$ cat config.mk
export PLATFORM = sky130hd
export DESIGN_NAME = adc_word_formatter
export DESIGN_NICKNAME = d
export VERILOG_FILES = /design/src/rtl/adcfmt_pkg.sv /design/src/rtl/adcfmt_lane.sv /design/src/rtl/adcfmt_stage.sv /design/src/rtl/adc_word_formatter.sv
export SDC_FILE = /design/constraint.sdc
export NUM_CORES = 1
export LEC_CHECK = 0
export CORE_MARGIN = 2
export CORE_UTILIZATION = 50
export CTS_CLUSTER_DIAMETER = 120
export DETAILED_ROUTE_END_ITERATION = 12
export PLACE_DENSITY = 0.95
export RECOVER_POWER = 100
export SYNTH_ARGS = -nofsm -noshare
export SYNTH_HDL_FRONTEND = slang
export SYNTH_SLANG_ARGS = --single-unit
$ cat constraint.sdc
create_clock -name clk -period 2.8 [get_ports clk]
set_input_delay 0.56 -clock clk [delete_from_list [all_inputs] [get_ports clk]]
set_output_delay 0.56 -clock clk [all_outputs]
set_load 0.1 [all_outputs]
$ cat src/rtl/adcfmt_pkg.sv
package adcfmt_pkg;
  typedef enum logic [1:0] {
    FMT_FULL    = 2'd0,
    FMT_TRUNC   = 2'd1,
    FMT_REDUCED = 2'd2,
    FMT_ALIAS   = 2'd3
  } fmt_mode_e;
endpackage

$ cat src/rtl/adcfmt_lane.sv
module adcfmt_lane
  import adcfmt_pkg::*;
#(
  parameter int SW = 13
) (
  input  logic [SW-1:0] raw,
  input  logic          twos,
  input  fmt_mode_e     mode,
  output logic [SW-1:0] word,
  output logic          over,
  output logic          under
);
  localparam logic [SW-1:0] FULL_TOP = {1'b0, {(SW-1){1'b1}}};
  localparam logic [SW-1:0] FULL_BOT = {1'b1, {(SW-1){1'b0}}};
  localparam logic [SW-2:0] RED_TOP  = {1'b0, {(SW-2){1'b1}}};
  localparam logic [SW-2:0] RED_BOT  = {1'b1, {(SW-2){1'b0}}};

  logic [SW-1:0] tc;
  logic [SW-2:0] red;
  logic          hit_top, hit_bot, wrap_hi, wrap_lo;

  // offset binary differs from two's complement only in the sign bit
  assign tc      = {raw[SW-1] ^ ~twos, raw[SW-2:0]};
  assign hit_top = (tc == FULL_TOP);
  assign hit_bot = (tc == FULL_BOT);
  assign wrap_hi = ~tc[SW-1] &  tc[SW-2];
  assign wrap_lo =  tc[SW-1] & ~tc[SW-2];

  always_comb begin
    red = tc[SW-2:0];
    if (wrap_hi)      red = RED_TOP;
    else if (wrap_lo) red = RED_BOT;
  end

  always_comb begin
    unique case (mode)
      FMT_TRUNC: begin
        word  = {tc[SW-1], tc[SW-1:1]};
        over  = hit_top;
        under = hit_bot;
      end
      FMT_REDUCED: begin
        word  = {red[SW-2], red};
        over  = wrap_hi;
        under = wrap_lo;
      end
      default: begin
        word  = tc;
        over  = hit_top;
        under = hit_bot;
      end
    endcase
  end
endmodule

$ cat src/rtl/adcfmt_stage.sv
module adcfmt_stage #(
  parameter int W = 8
) (
  input  logic         clk,
  input  logic         rst_n,
  input  logic         in_valid,
  output logic         in_ready,
  input  logic [W-1:0] in_data,
  output logic         out_valid,
  input  logic         out_ready,
  output logic [W-1:0] out_data
);
  assign in_ready = ~out_valid | out_ready;

  always_ff @(posedge clk or negedge rst_n) begin
    if (!rst_n) begin
      out_valid <= 1'b0;
    end else if (in_ready) begin
      out_valid <= in_valid;
    end
  end

  always_ff @(posedge clk or negedge rst_n) begin
    if (!rst_n) begin
      out_data <= '0;
    end else if (in_ready && in_valid) begin
      out_data <= in_data;
    end
  end
endmodule

$ cat src/rtl/adc_word_formatter.sv
module adc_word_formatter
  import adcfmt_pkg::*;
#(
  parameter int NCH = 2,
  parameter int SW  = 13
) (
  input  logic              clk,
  input  logic              rst_n,
  input  logic              in_valid,
  output logic              in_ready,
  input  logic [NCH*SW-1:0] in_raw,
  input  logic              in_twos,
  input  logic [1:0]        in_mode,
  output logic              out_valid,
  input  logic              out_ready,
  output logic [NCH*SW-1:0] out_data,
  output logic [NCH-1:0]    out_over,
  output logic [NCH-1:0]    out_under
);
  localparam int LW = SW + 2;
  localparam int BW = NCH * LW;

  logic [BW-1:0] fmt_bus, reg_bus;
  fmt_mode_e     mode_e;

  assign mode_e = fmt_mode_e'(in_mode);

  for (genvar c = 0; c < NCH; c++) begin : g_lane
    logic [SW-1:0] w;
    logic          ov, un;

    adcfmt_lane #(.SW(SW)) u_lane (
      .raw  (in_raw[c*SW +: SW]),
      .twos (in_twos),
      .mode (mode_e),
      .word (w),
      .over (ov),
      .under(un)
    );

    assign fmt_bus[c*LW +: LW] = {un, ov, w};
    assign out_data[c*SW +: SW] = reg_bus[c*LW +: SW];
    assign out_over[c]          = reg_bus[c*LW + SW];
    assign out_under[c]         = reg_bus[c*LW + SW + 1];
  end

  adcfmt_stage #(.W(BW)) u_stage (
    .clk      (clk),
    .rst_n    (rst_n),
    .in_valid (in_valid),
    .in_ready (in_ready),
    .in_data  (fmt_bus),
    .out_valid(out_valid),
    .out_ready(out_ready),
    .out_data (reg_bus)
  );
endmodule

Yosys cells after proc, flatten, opt, wreduce, memory -nomap -nowiden
Index checks and enable logic that the tools add are counted.

Mux-type cells: 10. Reductions and logical operators: 1. Bitwise operators: 13. Eq/ne operators: 6.

Operators by type and width (count): 13-bit case mux with 2 select lines (2); 12-bit 2-to-1 mux (4); 13-bit by 12-bit equality test with 1-bit output, second input constant (2); 13-bit equality test, second input constant (2); 1-bit NOT (6); 1-bit AND (4); 1-bit 2-to-1 mux (4); 2-bit by 1-bit equality test with 1-bit output, second input constant (1); 2-bit equality test, second input constant (1); 1-bit XOR (2); 1-bit logical AND (1); 1-bit bitwise OR (1).

Logic and storage cells: 32. Flip-flop bits (word level): 31. Input bits: 33.

Longest topological paths before layout
Word-level depth: 6. Gate-level depth with buffers: 7. Depth with buffers taken out: 6.

Cells and area by module
From an unflattened synthesis, not the netlist that was laid out.

Cells, all modules: 213. Area total of the unflattened synthesis: 2277.2 um^2.

Modules (own cells, without submodules): adcfmt_stage (times used 1, cells each 67, area an instance 1318.8 um^2); adcfmt_lane (times used 2, cells each 73, area an instance 479.2 um^2).

Worst setup path before layout
OpenSTA, ideal clock, no wires.

Kind: register to register. From: reg u_stage.out_valid. To: reg u_stage.out_data[10]. Buffers on the path: 2. Path slack: 0.778 ns. Clock period less this slack: 2.022 ns. Stages on the path, launching flop included: 7. Arrival: 1.891 ns. Data required time: 2.669 ns. Library setup time: 0.131 ns. Cells stage by stage: dfrtp_1 -> nand2b_1 -> buf_4 -> nand2_4 -> buf_6 -> mux2i_1 -> a31oi_2.

Longest elaborated chain between the ends: 3.

RTL lines: from (decl) (RTL line adcfmt_stage.sv:9) `output logic out_valid,`; from (signal assigned) (RTL line adcfmt_stage.sv:19) `out_valid <= in_valid;`; 1-bit NOT (RTL line adcfmt_stage.sv:13) `assign in_ready = ~out_valid | out_ready;`; 1-bit bitwise OR (RTL line adcfmt_stage.sv:13); net in_ready (RTL line adc_word_formatter.sv:10) `output logic in_ready,`; 1-bit logical AND (RTL line adcfmt_stage.sv:26) `end else if (in_ready && in_valid) begin`; to (signal assigned) (RTL line adcfmt_stage.sv:27) `out_data <= in_data;`; to (decl) (RTL line adcfmt_stage.sv:11) `output logic [W-1:0] out_data`.

The timed path passes the listed nets, and every way through them passes these cells. A chain may end at the register's enable or synchronous reset.

Worst setup path in the final report
From: in out_ready. To: out in_ready.

Longest elaborated chain between the ends: 1.

RTL lines: from (decl) (RTL line adc_word_formatter.sv:15) `input logic out_ready,`; 1-bit bitwise OR (RTL line adcfmt_stage.sv:13); to (decl) (RTL line adc_word_formatter.sv:10).

Every way passes these cells.

==> flow_summary.yaml <==
outcome:
  outcome: "completed"
synthesis:
  synth-seq-cells: 31
  synth_area_per_cell_um2: 9.366
  yosysSeqAreaShare_pct: 38.70
  netlist_area_um2: 2004
  synthDistinctLibCells: 30
  yosysWarnings: 0
  synthCells: 214
  syn-num-nets: 249
  synth_top_area_share_pct: 38.70
  yosys.area.top_type: "dfrtp_1"
  synthTopCellsByArea: "dfrtp_1 39%, mux2i_1 11%, a22oi_1 7.5%, nand2b_1 7.5%, a31oi_1 6.9%"
floorplan:
  die_w_um: 67.32
  initial_core_util_pct: 51.21
  die_area_um2: 4531
  rows: 23
  die_h_um: 67.32
  ios: 65
  core_um2: 3914
route:
  vias_per_cell: 6.030
  vias: 1990
  drt_iter0_markers: 183
  routed_wirelength_um: 5418
  routedWlPerCell_um: 16.42
  drcViolationCount: 0
  ant_nets: 0
  firstDrtPassIters: 6
sta:
  fin_crit_sh_pct: 86.41
  setup_slack_ns: 0.3806
  setup_viol: 0
  fmaxAchievable_mhz: 413.3
  slew-limit-headroom_pct: 18.45
  skew_ns: 0.0008800
  tightestPinTransition_ns: 1.229
  rsz0062_at_grt: "false"
  maxSlewViolCount: 0
  final.setup.tns_ns: 0
  fin_crit_ns: 2.419
  hold_violations: 0
power:
  p_per_area_nw_per_um2: 782.5
  peakVddDrop_v: 0.0005237
  p_leak_nw: 1.047
clock_tree:
  cts_root_buf: "clkbuf_8"
  holdBufCountCts: 0
  postCtsSetupBuffers: 0
  clock_latency_ns: 0.29
  clk_path_buf_depth: 2
  clock-sinks: 31
  htree_levels: 2
  cts_resized: 0
  cts_tree: "done"
  cts.reportedPaths.clkPinSlew_ns: 0.06
  cts_buffers: 5
grt:
  grt_use_total_pct: 25.33
  grt_overflow: 0
  grt_pass1_vias: 1785
  grt_max_degree: 32
  grt_antenna_before_repair: 0
  grt_pass1_wl_um: 8618
worst_setup_path:
  max_stage_delay_ns: 0.52
  end_kind: "output pin"
  startpoint_type: "input port"
  crit_chain: "dlygate4sd3_1 > nand2b_1 > clkbuf_2"
  cp.required_ns: 2.24
  critical_path_arrival_ns: 1.86
  critPathMaxFanout: 5
  cp_slowest_cell: "dlygate4sd3_1"
  path_class: "in2out"
place:
  portBuffers: 64
  gp_congestion: 0.8758
  place_area_um2: 2611
  hpwl_um: 3833
  pre_cts_ws_ns: 0.4408
final_layout:
  drive_gt1_share_pct: 7.857
  final_core_util_pct: 66.18
  area_growth_pct: 29.21
  final_cell_mix: "33 x clkbuf_1, 31 x dfrtp_1, 29 x clkdlybuf4s50_1"
  fin_area_um2: 2590
  fin_nets: 314
  layout_commonest_cell: "clkbuf_1"
  antenna_cells: 0
hold_path:
  hold_class: "reg2reg"
job:
  max-cap-violations: 0
==> registers in the layout, summed over array words and instances, names as in the netlist <==
register / count
u_stage.out_data: 30
u_stage.out_valid: 1
==> layer usage <==
layer	track usage, %	part of all wire [%]
met2	41.09	49
met4	9.694	2.3
met3	6.000	7.6
met5	0	0
met1	32.73	41
==> critical path: cells and delay by family <==
kind	cells	cell delay (ns)
buffers and inverters	2	1.04
AND/OR/NAND/NOR	1	0.26
==> path summary, 6_finish.rpt <==
check / from / to / slack (ns) / depth (start not counted)
hold / removal: u_stage.out_data[29] / u_stage.out_data[29] / 0.48 / 2
setup / recovery: out_ready / in_ready / 0.38 / 3
max in group asynchronous: rst_n / u_stage.out_data[15] / 1.77 / 2
min in group asynchronous: rst_n / u_stage.out_data[22] / 0.73 / 2
hold reg to reg: u_stage.out_data[29] / u_stage.out_data[29] / 0.48 / 2
setup reg to reg: u_stage.out_valid / u_stage.out_data[21] / 1.13 / 5
==> logic make-up after synthesis <==
group                      after synthesis  synth area share (%)
xor gates and xnor gates                 2                0.8741
adders and majority gates                2                 1.248
DFF                                     31                 38.70
buffers and inverters                   19                 5.929
muxes                                   22                 10.99
and+or+nand+nor                         58                 16.42
AOI/OAI and AO/OA                       80                 25.84
==> power breakdown <==
part,switching [W],internal [W],total (W)
sequential,0.0000473,0.000529,0.000577
clock,0.000170,0.000288,0.000458
combinational,0.000816,0.000176,0.000992
==> Yosys cell counts, drive strengths merged <==
cell type,number
dfrtp,31
o21ai,26
a31oi,24
nand2b,24
mux2i,22
a22oi,20
buf,12
nand2,11
nand4,6
clkbuf,5
nor3,5
and2,4
nor2,4
nor4,4
a21o,2
a21oi,2
a41oi,2
ha,2
inv,2
o31ai,2
o41ai,2
xor2,2
==> metrics by stage <==
step | hold slack (ns) | cells | power, W
finish | 0.4763 | 330 | 0.002027
global route | 0.5129 | 330 | 0.002106
CTS | 0.4857 | 330 | 0.002120
detailed placement | 0.4710 | 322 | 0.001660
global placement | 0.4631 | 322 | 0.001647
floorplan | 0.2644 | 214 | 0.001380
==> cell type report <==
class                           count  area [um^2]
Clock buffer                        6        82.58
Clock inverter                      2        35.03
Fill cell                         342         1324
Inverter                            2        7.507
Multi-Input combinational cell    164         1110
Sequential cell                    31        775.7
Tap cell                           50        62.56
Timing Repair Buffer               75        516.7
No activity file was read; power rests on OpenSTA's default activity.
